===== src/rtl/cke_pwr_pkg.sv =====
package cke_pwr_pkg;

    typedef enum logic [2:0] {
        ST_IDLE   = 3'd0,
        ST_ACTIVE = 3'd1,
        ST_PPD    = 3'd2,
        ST_APD    = 3'd3,
        ST_SREF   = 3'd4
    } pwr_state_e;

    typedef enum logic [2:0] {
        CMD_DESEL = 3'd0,
        CMD_NOP   = 3'd1,
        CMD_ACT   = 3'd2,
        CMD_RD    = 3'd3,
        CMD_WR    = 3'd4,
        CMD_PRE   = 3'd5,
        CMD_AREF  = 3'd6,
        CMD_MRS   = 3'd7
    } dram_cmd_e;

    typedef struct packed {
        pwr_state_e state;
        logic       illegal;
    } fsm_regs_t;

    function automatic logic is_quiet(input logic [2:0] c);
        return (c == CMD_DESEL) || (c == CMD_NOP);
    endfunction

    function automatic logic is_powered_down(input pwr_state_e s);
        return (s == ST_PPD) || (s == ST_APD) || (s == ST_SREF);
    endfunction

endpackage


===== src/rtl/cke_history.sv =====
module cke_history (
    input  logic clk,
    input  logic rst_n,
    input  logic cke_i,
    output logic cke_prev_o
);
    logic prev_d, prev_q;

    always_comb begin
        prev_d = cke_i;
    end

    always_ff @(posedge clk) begin
        if (!rst_n) prev_q <= 1'b1;
        else        prev_q <= prev_d;
    end

    assign cke_prev_o = prev_q;

    AST_PREV_TRACKS_CKE: assert property (@(posedge clk) disable iff (!rst_n)
        $rose(cke_i) |=> prev_q);
endmodule


===== src/rtl/xsr_window_timer.sv =====
module xsr_window_timer #(
    parameter int XSR_CYCLES = 200
) (
    input  logic clk,
    input  logic rst_n,
    input  logic load_i,
    output logic ready_o
);
    localparam int CNT_W = $clog2(XSR_CYCLES + 1);
    localparam logic [CNT_W-1:0] CNT_LOAD = CNT_W'(XSR_CYCLES);
    localparam logic [CNT_W-1:0] CNT_ONE  = CNT_W'(1);

    logic [CNT_W-1:0] cnt_d, cnt_q;

    always_comb begin
        cnt_d = cnt_q;
        if (load_i)
            cnt_d = CNT_LOAD;
        else if (cnt_q != '0)
            cnt_d = cnt_q - CNT_ONE;
    end

    always_ff @(posedge clk) begin
        if (!rst_n) cnt_q <= '0;
        else        cnt_q <= cnt_d;
    end

    assign ready_o = (cnt_q == '0);

    AST_EXIT_DROPS_READY: assert property (@(posedge clk) disable iff (!rst_n)
        load_i |=> !ready_o);
    AST_WINDOW_COUNTS_DOWN: assert property (@(posedge clk) disable iff (!rst_n)
        (!ready_o && !load_i) |=> (cnt_q == $past(cnt_q) - CNT_ONE));
endmodule


===== src/rtl/cke_state_fsm.sv =====
module cke_state_fsm
    import cke_pwr_pkg::*;
(
    input  logic       clk,
    input  logic       rst_n,
    input  logic       cke_prev_i,
    input  logic       cke_i,
    input  logic [2:0] cmd_i,
    input  logic       bank_act_i,
    input  logic       ready_i,
    output pwr_state_e state_o,
    output logic       illegal_o,
    output logic       sref_exit_o
);
    fsm_regs_t cur_q, nxt_d;
    logic      exit_d;
    logic      quiet;
    logic      awake;

    always_comb begin
        quiet  = is_quiet(cmd_i);
        awake  = (cur_q.state == ST_IDLE) || (cur_q.state == ST_ACTIVE);
        nxt_d  = '{state: cur_q.state, illegal: 1'b0};
        exit_d = 1'b0;
        unique case ({cke_prev_i, cke_i})
            2'b00: begin
                if (!is_powered_down(cur_q.state)) nxt_d.illegal = 1'b1;
            end
            2'b01: begin
                if (quiet && cur_q.state == ST_PPD)
                    nxt_d.state = ST_IDLE;
                else if (quiet && cur_q.state == ST_APD)
                    nxt_d.state = ST_ACTIVE;
                else if (quiet && cur_q.state == ST_SREF) begin
                    nxt_d.state = ST_IDLE;
                    exit_d      = 1'b1;
                end else
                    nxt_d.illegal = 1'b1;
            end
            2'b10: begin
                if (awake && ready_i && quiet)
                    nxt_d.state = bank_act_i ? ST_APD : ST_PPD;
                else if (awake && ready_i && cmd_i == CMD_AREF && !bank_act_i)
                    nxt_d.state = ST_SREF;
                else
                    nxt_d.illegal = 1'b1;
            end
            default: begin
                if (awake && (ready_i || quiet))
                    nxt_d.state = bank_act_i ? ST_ACTIVE : ST_IDLE;
                else
                    nxt_d.illegal = 1'b1;
            end
        endcase
    end

    always_ff @(posedge clk) begin
        if (!rst_n) cur_q <= '{state: ST_IDLE, illegal: 1'b0};
        else        cur_q <= nxt_d;
    end

    assign state_o     = cur_q.state;
    assign illegal_o   = cur_q.illegal;
    assign sref_exit_o = exit_d;

    AST_LOW_LOW_HOLDS: assert property (@(posedge clk) disable iff (!rst_n)
        (!cke_prev_i && !cke_i && is_powered_down(cur_q.state))
        |=> (cur_q.state == $past(cur_q.state)) && !cur_q.illegal);
    AST_PD_ENTRY_TYPE: assert property (@(posedge clk) disable iff (!rst_n)
        (cke_prev_i && !cke_i && ready_i && is_quiet(cmd_i) &&
         (cur_q.state == ST_IDLE || cur_q.state == ST_ACTIVE))
        |=> (cur_q.state == ($past(bank_act_i) ? ST_APD : ST_PPD)));
    AST_ILLEGAL_FREEZES: assert property (@(posedge clk) disable iff (!rst_n)
        cur_q.illegal |-> (cur_q.state == $past(cur_q.state)));
    AST_WINDOW_LOUD_CMD: assert property (@(posedge clk) disable iff (!rst_n)
        (!ready_i && cke_i && !is_quiet(cmd_i)) |=> cur_q.illegal);
    AST_SREF_NEEDS_IDLE: assert property (@(posedge clk) disable iff (!rst_n)
        (cke_prev_i && !cke_i && cmd_i == CMD_AREF && bank_act_i) |=> cur_q.illegal);
endmodule


===== src/rtl/cke_pwr_tracker.sv =====
module cke_pwr_tracker
    import cke_pwr_pkg::*;
#(
    parameter int XSR_CYCLES = 200
) (
    input  logic       clk,
    input  logic       rst_n,
    input  logic       cke_i,
    input  logic [2:0] cmd_i,
    input  logic       bank_act_i,
    output logic [2:0] state_o,
    output logic       illegal_o,
    output logic       ready_o
);
    logic       cke_prev;
    logic       sref_exit;
    logic       ready;
    pwr_state_e state;

    cke_history u_hist (
        .clk        (clk),
        .rst_n      (rst_n),
        .cke_i      (cke_i),
        .cke_prev_o (cke_prev)
    );

    cke_state_fsm u_fsm (
        .clk         (clk),
        .rst_n       (rst_n),
        .cke_prev_i  (cke_prev),
        .cke_i       (cke_i),
        .cmd_i       (cmd_i),
        .bank_act_i  (bank_act_i),
        .ready_i     (ready),
        .state_o     (state),
        .illegal_o   (illegal_o),
        .sref_exit_o (sref_exit)
    );

    xsr_window_timer #(.XSR_CYCLES(XSR_CYCLES)) u_timer (
        .clk     (clk),
        .rst_n   (rst_n),
        .load_i  (sref_exit),
        .ready_o (ready)
    );

    assign state_o = state;
    assign ready_o = ready;

    AST_SREF_EXIT_TO_IDLE: assert property (@(posedge clk) disable iff (!rst_n)
        (state_o == ST_SREF && !cke_prev && cke_i && is_quiet(cmd_i))
        |=> (state_o == ST_IDLE) && !ready_o);
endmodule


===== config.mk =====
export PLATFORM = sky130hd
export DESIGN_NAME = cke_pwr_tracker
export DESIGN_NICKNAME = d
export VERILOG_FILES = /design/src/rtl/cke_pwr_pkg.sv /design/src/rtl/cke_history.sv /design/src/rtl/xsr_window_timer.sv /design/src/rtl/cke_state_fsm.sv /design/src/rtl/cke_pwr_tracker.sv
export SDC_FILE = /design/constraint.sdc
export NUM_CORES = 1
export LEC_CHECK = 0
export ABC_AREA = 1
export BUFFER_PORTS_ARGS = -buffer_cell sky130_fd_sc_hd__buf_2
export CORE_ASPECT_RATIO = 0.9
export CORE_MARGIN = 2
export CORE_UTILIZATION = 49
export DETAILED_ROUTE_END_ITERATION = 6
export GPL_ROUTABILITY_DRIVEN = 0
export GPL_TIMING_DRIVEN = 0
export PLACE_DENSITY = 0.72
export SKIP_CTS_REPAIR_TIMING = 1
export SYNTH_ARGS = -nofsm -noshare
export SYNTH_HDL_FRONTEND = slang
export SYNTH_SLANG_ARGS = --single-unit
export TNS_END_PERCENT = 1

===== constraint.sdc =====
create_clock -name clk -period 1.3 [get_ports clk]
set_input_delay 0.195 -clock clk [delete_from_list [all_inputs] [get_ports clk]]
set_output_delay 0.195 -clock clk [all_outputs]
set_load 0.02 [all_outputs]

# Yosys cells after proc, flatten, opt, wreduce, memory -nomap -nowiden
# Cells that the tools add are included.
[totals]
regBits = 13
out_inout_bits = 5
elab_cells = 64
[op_classes]
n_eq_ne = 10
reduce_logical = 23
n_mux = 23
addsub = 1
n_bitwise = 2
[op_table]
columns = ["cell", "count"]
rows = [
  ["3-bit two-way mux", 6],
  ["8-bit two-way mux", 2],
  ["1-bit two-way mux", 13],
  ["3-bit one-hot mux with 3 select lines", 1],
  ["1-bit logical AND", 8],
  ["8-bit zero test", 1],
  ["8-bit nonzero test", 1],
  ["8-bit by 1-bit subtractor with 8-bit output, second input constant", 1],
  ["3-bit by 1-bit == test with 1-bit output, second input constant", 2],
  ["3-bit by 2-bit == test with 1-bit output, second input constant", 2],
  ["3-bit == test, second input constant", 2],
  ["3-bit zero test", 2],
  ["1-bit logical OR", 5],
  ["4-bit by 1-bit inequality test with 1-bit output, second input constant", 1],
  ["4-bit AND reduction", 1],
  ["3-bit by 1-bit inequality test with 1-bit output, second input constant", 1],
  ["1-bit one-hot mux with 3 select lines", 1],
  ["3-bit nonzero test", 1],
  ["2-bit by 1-bit == test with 1-bit output, second input constant", 1],
  ["2-bit == test, second input constant", 1],
  ["2-bit zero test", 1],
  ["1-bit inverter", 2],
  ["2-bit nonzero test", 1],
  ["2-bit OR reduction", 1],
  ["1-bit zero test", 1],
]

# Depth between registers and ports, before layout
[logic_depth]
word_depth = 8
depth_mapped = 11

# Hierarchy
# From an unflattened synthesis, not the netlist that was laid out.
[unflattened]
cells_unflattened = 136
hier_area_um2 = 895.9
[by_module_without_submodules]
columns = ["module", "area_each_um2", "instances", "seq_area_each_um2", "cells_per_inst"]
rows = [
  ["xsr_window_timer", 444.2, 1, 160.2, 65],
  ["cke_state_fsm", 424.2, 1, 80.1, 68],
  ["cke_history", 27.5, 1, 20.0, 3],
]

# Worst setup path after synthesis
# OpenSTA, ideal clock, no wires.
[synth_timing]
path_kind = "reg2reg"
from = "register u_timer.cnt_q[0]"
to = "register u_fsm.cur_q, in the netlist u_fsm.state_o[2]"
t_arrival_ps = 1328
stages_incl_launch_ff = 12
path_slack_ps = -142
path_buffers = 0
required_time_ps = 1187
setup_time_ps = 113
period_less_slack_ps = 1442
path_cell_list = "dfxtp_1 inv_1 ha_1 nand2_2 nor2_8 nand2_2 nand3_2 nand2_4 nor2_8 nand2_1 nand2_1 nor2_1"
[synth_between]
elab_chain_len = 6
elab_cells_between_ends = 12
cone_classes = "eq/ne: 1; mux: 2; reduce/logical: 9"
[synth_rtl]
columns = ["element", "line", "source"]
rows = [
  ["start, declared", "xsr_window_timer.sv:13", "logic [CNT_W-1:0] cnt_d, cnt_q;"],
  ["start signal, assigned", "xsr_window_timer.sv:25", "else cnt_q <= cnt_d;"],
  ["8-bit zero test (*)", "xsr_window_timer.sv:28", "assign ready_o = (cnt_q == '0);"],
  ["via ready_o", "cke_pwr_tracker.sv:13", "output logic ready_o"],
  ["1-bit logical AND", "cke_state_fsm.sv:41, cke_state_fsm.sv:43", ""],
  ["1-bit logical AND (2 in series)", "cke_state_fsm.sv:43", "else if (awake && ready_i && cmd_i == CMD_AREF && !bank_act_i)"],
  ["3-bit by 1-bit inequality test with 1-bit output (no line)", "--", ""],
  ["4-bit AND reduction (no line)", "--", ""],
  ["end signal, assigned", "cke_state_fsm.sv:58", "if (!rst_n) cur_q <= '{state: ST_IDLE, illegal: 1'b0};"],
  ["end signal, assigned", "cke_state_fsm.sv:59", "else cur_q <= nxt_d;"],
  ["end, declared", "cke_state_fsm.sv:15", "fsm_regs_t cur_q, nxt_d;"],
]
# The timed path passes the listed nets; every way through them passes the cells marked *.
# A chain may end at the register's enable or synchronous reset.

# Worst setup path after layout
[layout_timing]
from = "register u_timer.cnt_q[0]"
to = "output port ready_o"
[layout_between]
elab_chain_len = 1
[layout_rtl]
columns = ["element", "line"]
rows = [
  ["8-bit zero test", "xsr_window_timer.sv:28"],
  ["end, declared", "cke_pwr_tracker.sv:13"],
]
# No other way between the ends.

==> results.ini <==
[critical_path]
critPathCaptureType=output port
critical_path_class=reg -> out
rr_startpoint=u_timer.cnt_q[0]
r2r-end=u_fsm.state_o[2]
cp.depth=5
slowest_delay_ns=0.34
crit_fanout=6
path_cells=inv_2 -> ha_4 -> nand2_4 -> nor2_8 -> buf_2
worstPathRequired_ns=1.11
regToRegSetupSlack_ns=-0.14
r2r_cells=11
startpoint=u_timer.cnt_q[0]
slowest_stage=dfxtp_2
crit_arrival_ns=1.28
cp-start-kind=register
crit_family=flip-flops
crit_path_end=ready_o
crit_buf_inv=2

[sta]
max_slew_margin_pct=80.82
setup_viol_count_final=7
timing.setup.tns_ns=-0.7798
period_minus_slack_ns=1.479
max_clock_freq_mhz=676.1
post-route-period-util_pct=113.8
fin_hold_ws_ns=0.1216
rsz0062_at_grt=true
finalHoldViolations=0
finalClockSkew_ns=0.0008537
worst_pin_slew_ns=0.2866
drv_slew=0
fin_ws_ns=-0.1791

[placed_design]
io_buffers=11
placed_area_um2=965.9
dpl_worst_slack_ns=-0.1878
hpwl_mm=1.332
placedCellCount=152

[die]
die_h_um=43.82
initial_core_util_pct=51.88
num_rows=14
ios=12
coreArea_um2=1664
dieWidth_um=48.25
dieArea_um2=2114

[layout]
finalNetCount=155
final_area_um2=1089
drive_above_1_share_pct=36.17
n_fill_cell=140
area_delta_synth_final_pct=26.09
fin_cells=165
antenna_cells=0

[run_status]
outcome=complete, but fails checks
violations=negative setup slack

[global_routing]
grt_start_max_net_pins=11
grt_overflow=0
grt_pass1_wl_mm=2.911
antenna_found_initial=0
grt_pass1_vias=721
grt_usage_pct=20.10

[detailed_routing]
antenna_left=0
first_pass_iters=7
dr_total_vias=802
wl_per_cell_um=11.48
dr.first_iter.drc_count=30
avgViaCountPerCell=4.861
routed_wirelength_mm=1.895
drc=0

[clocking]
cts_tree=yes
cts-root-buf=clkbuf_4
cts_buffers=3
cts_sinks=13
clk_pin_slew_worst_paths_ns=0.09
clockBufferDepth=2
htree_levels=1
insertion_delay_ns=0.29

[synth]
syn_area_per_cell_um2=7.379
synth_mux_area_share_pct=0
seq_area_frac_synth_pct=30.14
synth-seq-cells=13
synthAdderAreaFrac_pct=8.696
synthCells=117
synthSimpleGateAreaFrac_pct=40.14
synth_top_family_by_area=simple AND/OR/NAND/NOR gates
synth_xor_area_share_pct=5.072
synth_cell_types=21
syn-num-nets=130
synth_compound_area_share_pct=7.246
ys.warnings.count=0
syn_area_um2=863.3

[power]
powerDensity_nw_per_um2=2092
p_leak_nw=0.5531
irDropWorstVdd_mv=1.867

[hold_path]
min_path_type=in -> reg

[run]
maxCapViolations=0

logic make-up after synthesis:
group | Yosys count
AND/OR/NAND/NOR | 61
buffers and inverters | 20
flip-flops | 13
AO/OA/AOI/OAI | 12
adder cells (fa/ha/maj) | 6
XOR/XNOR | 5
area by class of cell:
class                           instances  area [um2]  share of cell area, %
Inverter                               20       75.07                  6.897
Sequential cell                        13       265.3                  24.37
Timing Repair Buffer                   20       126.4                  11.61
Clock inverter                          1       5.005                 0.4598
Multi-Input combinational cell         84       564.3                  51.84
Tap cell                               24       30.03                  2.759
Clock buffer                            3       22.52                  2.069
how the worst min path moves through the flow:
stage,from,to,cells past startpoint,slack (ns)
6_report,rst_n,u_hist.cke_prev_o,2,0.12
5_1_grt,rst_n,u_hist.cke_prev_o,2,0.14
4_1_cts,rst_n,u_hist.cke_prev_o,2,0.13
3_5_place_dp,rst_n,u_hist.cke_prev_o,2,0.42
3_3_place_gp,rst_n,u_hist.cke_prev_o,2,0.41
2_1_floorplan,rst_n,u_hist.cke_prev_o,1,0.26
state kept, by name, indices dropped and copies added, names as in the netlist:
signal,count
u_timer.cnt_q,8
u_hist.cke_prev_o,1
u_fsm.illegal_o,1
u_fsm.state_o,3
cell usage after synthesis:
master,number,share of area [%]
xor2_1,4,4.1
o21a_1,1,0.87
nand4_1,3,2.2
nand2_2,4,2.9
nand2_1,20,8.7
nor4_1,1,0.73
nor2_8,2,4.6
ha_1,6,8.7
a21oi_1,6,3.5
nand3_2,3,3.5
nor2_2,2,1.4
inv_1,19,8.3
nand3_1,3,1.7
o21ai_0,2,1.2
dfxtp_1,13,30
nand2_4,3,3.9
nor2_4,2,2.6
nor2_1,18,7.8
o21ai_1,3,1.7
xnor2_1,1,1.0
inv_2,1,0.43
cell usage in the layout, fill, tap and decap left out:
cell type	Yosys	layout
a21oi_1	6	6
buf_2	0	11
buf_4	0	8
buf_6	0	1
clkbuf_4	0	3
clkinv_2	0	1
dfxtp_1	13	9
dfxtp_2	0	4
ha_1	6	4
ha_2	0	1
ha_4	0	1
inv_1	19	17
inv_2	1	3
nand2_1	20	20
nand2_2	4	3
nand2_4	3	4
nand3_1	3	2
nand3_2	3	4
nand4_1	3	3
nor2_1	18	18
nor2_2	2	1
nor2_4	2	3
nor2_8	2	2
nor4_2	0	1
o21a_1	1	1
o21ai_0	2	2
o21ai_1	3	3
xnor2_1	1	1
xor2_1	4	4
where the power goes:
part           total [mW]  switching (mW)  internal [mW]  leakage [nW]
Combinational        1.37           0.747          0.622         0.427
Clock               0.267           0.153          0.114        0.0177
Sequential          0.642           0.121          0.521         0.109
Total                2.28            1.02           1.26         0.553
per-stage QoR:
stage	power, mW	utilization, %
4_1_cts	2.000	59.70
2_1_floorplan	1.533	-
5_1_grt	2.459	65.41
6_report	2.278	65.41
3_5_place_dp	1.736	58.05
3_3_place_gp	1.690	58.05
routing by layer:
layer	routed length, um	track usage, %
met1	903	27.16
met2	856	27.89
met3	88	5.000
met4	47	12.43
met5	0	0
Power figures use the tool's default switching activity.
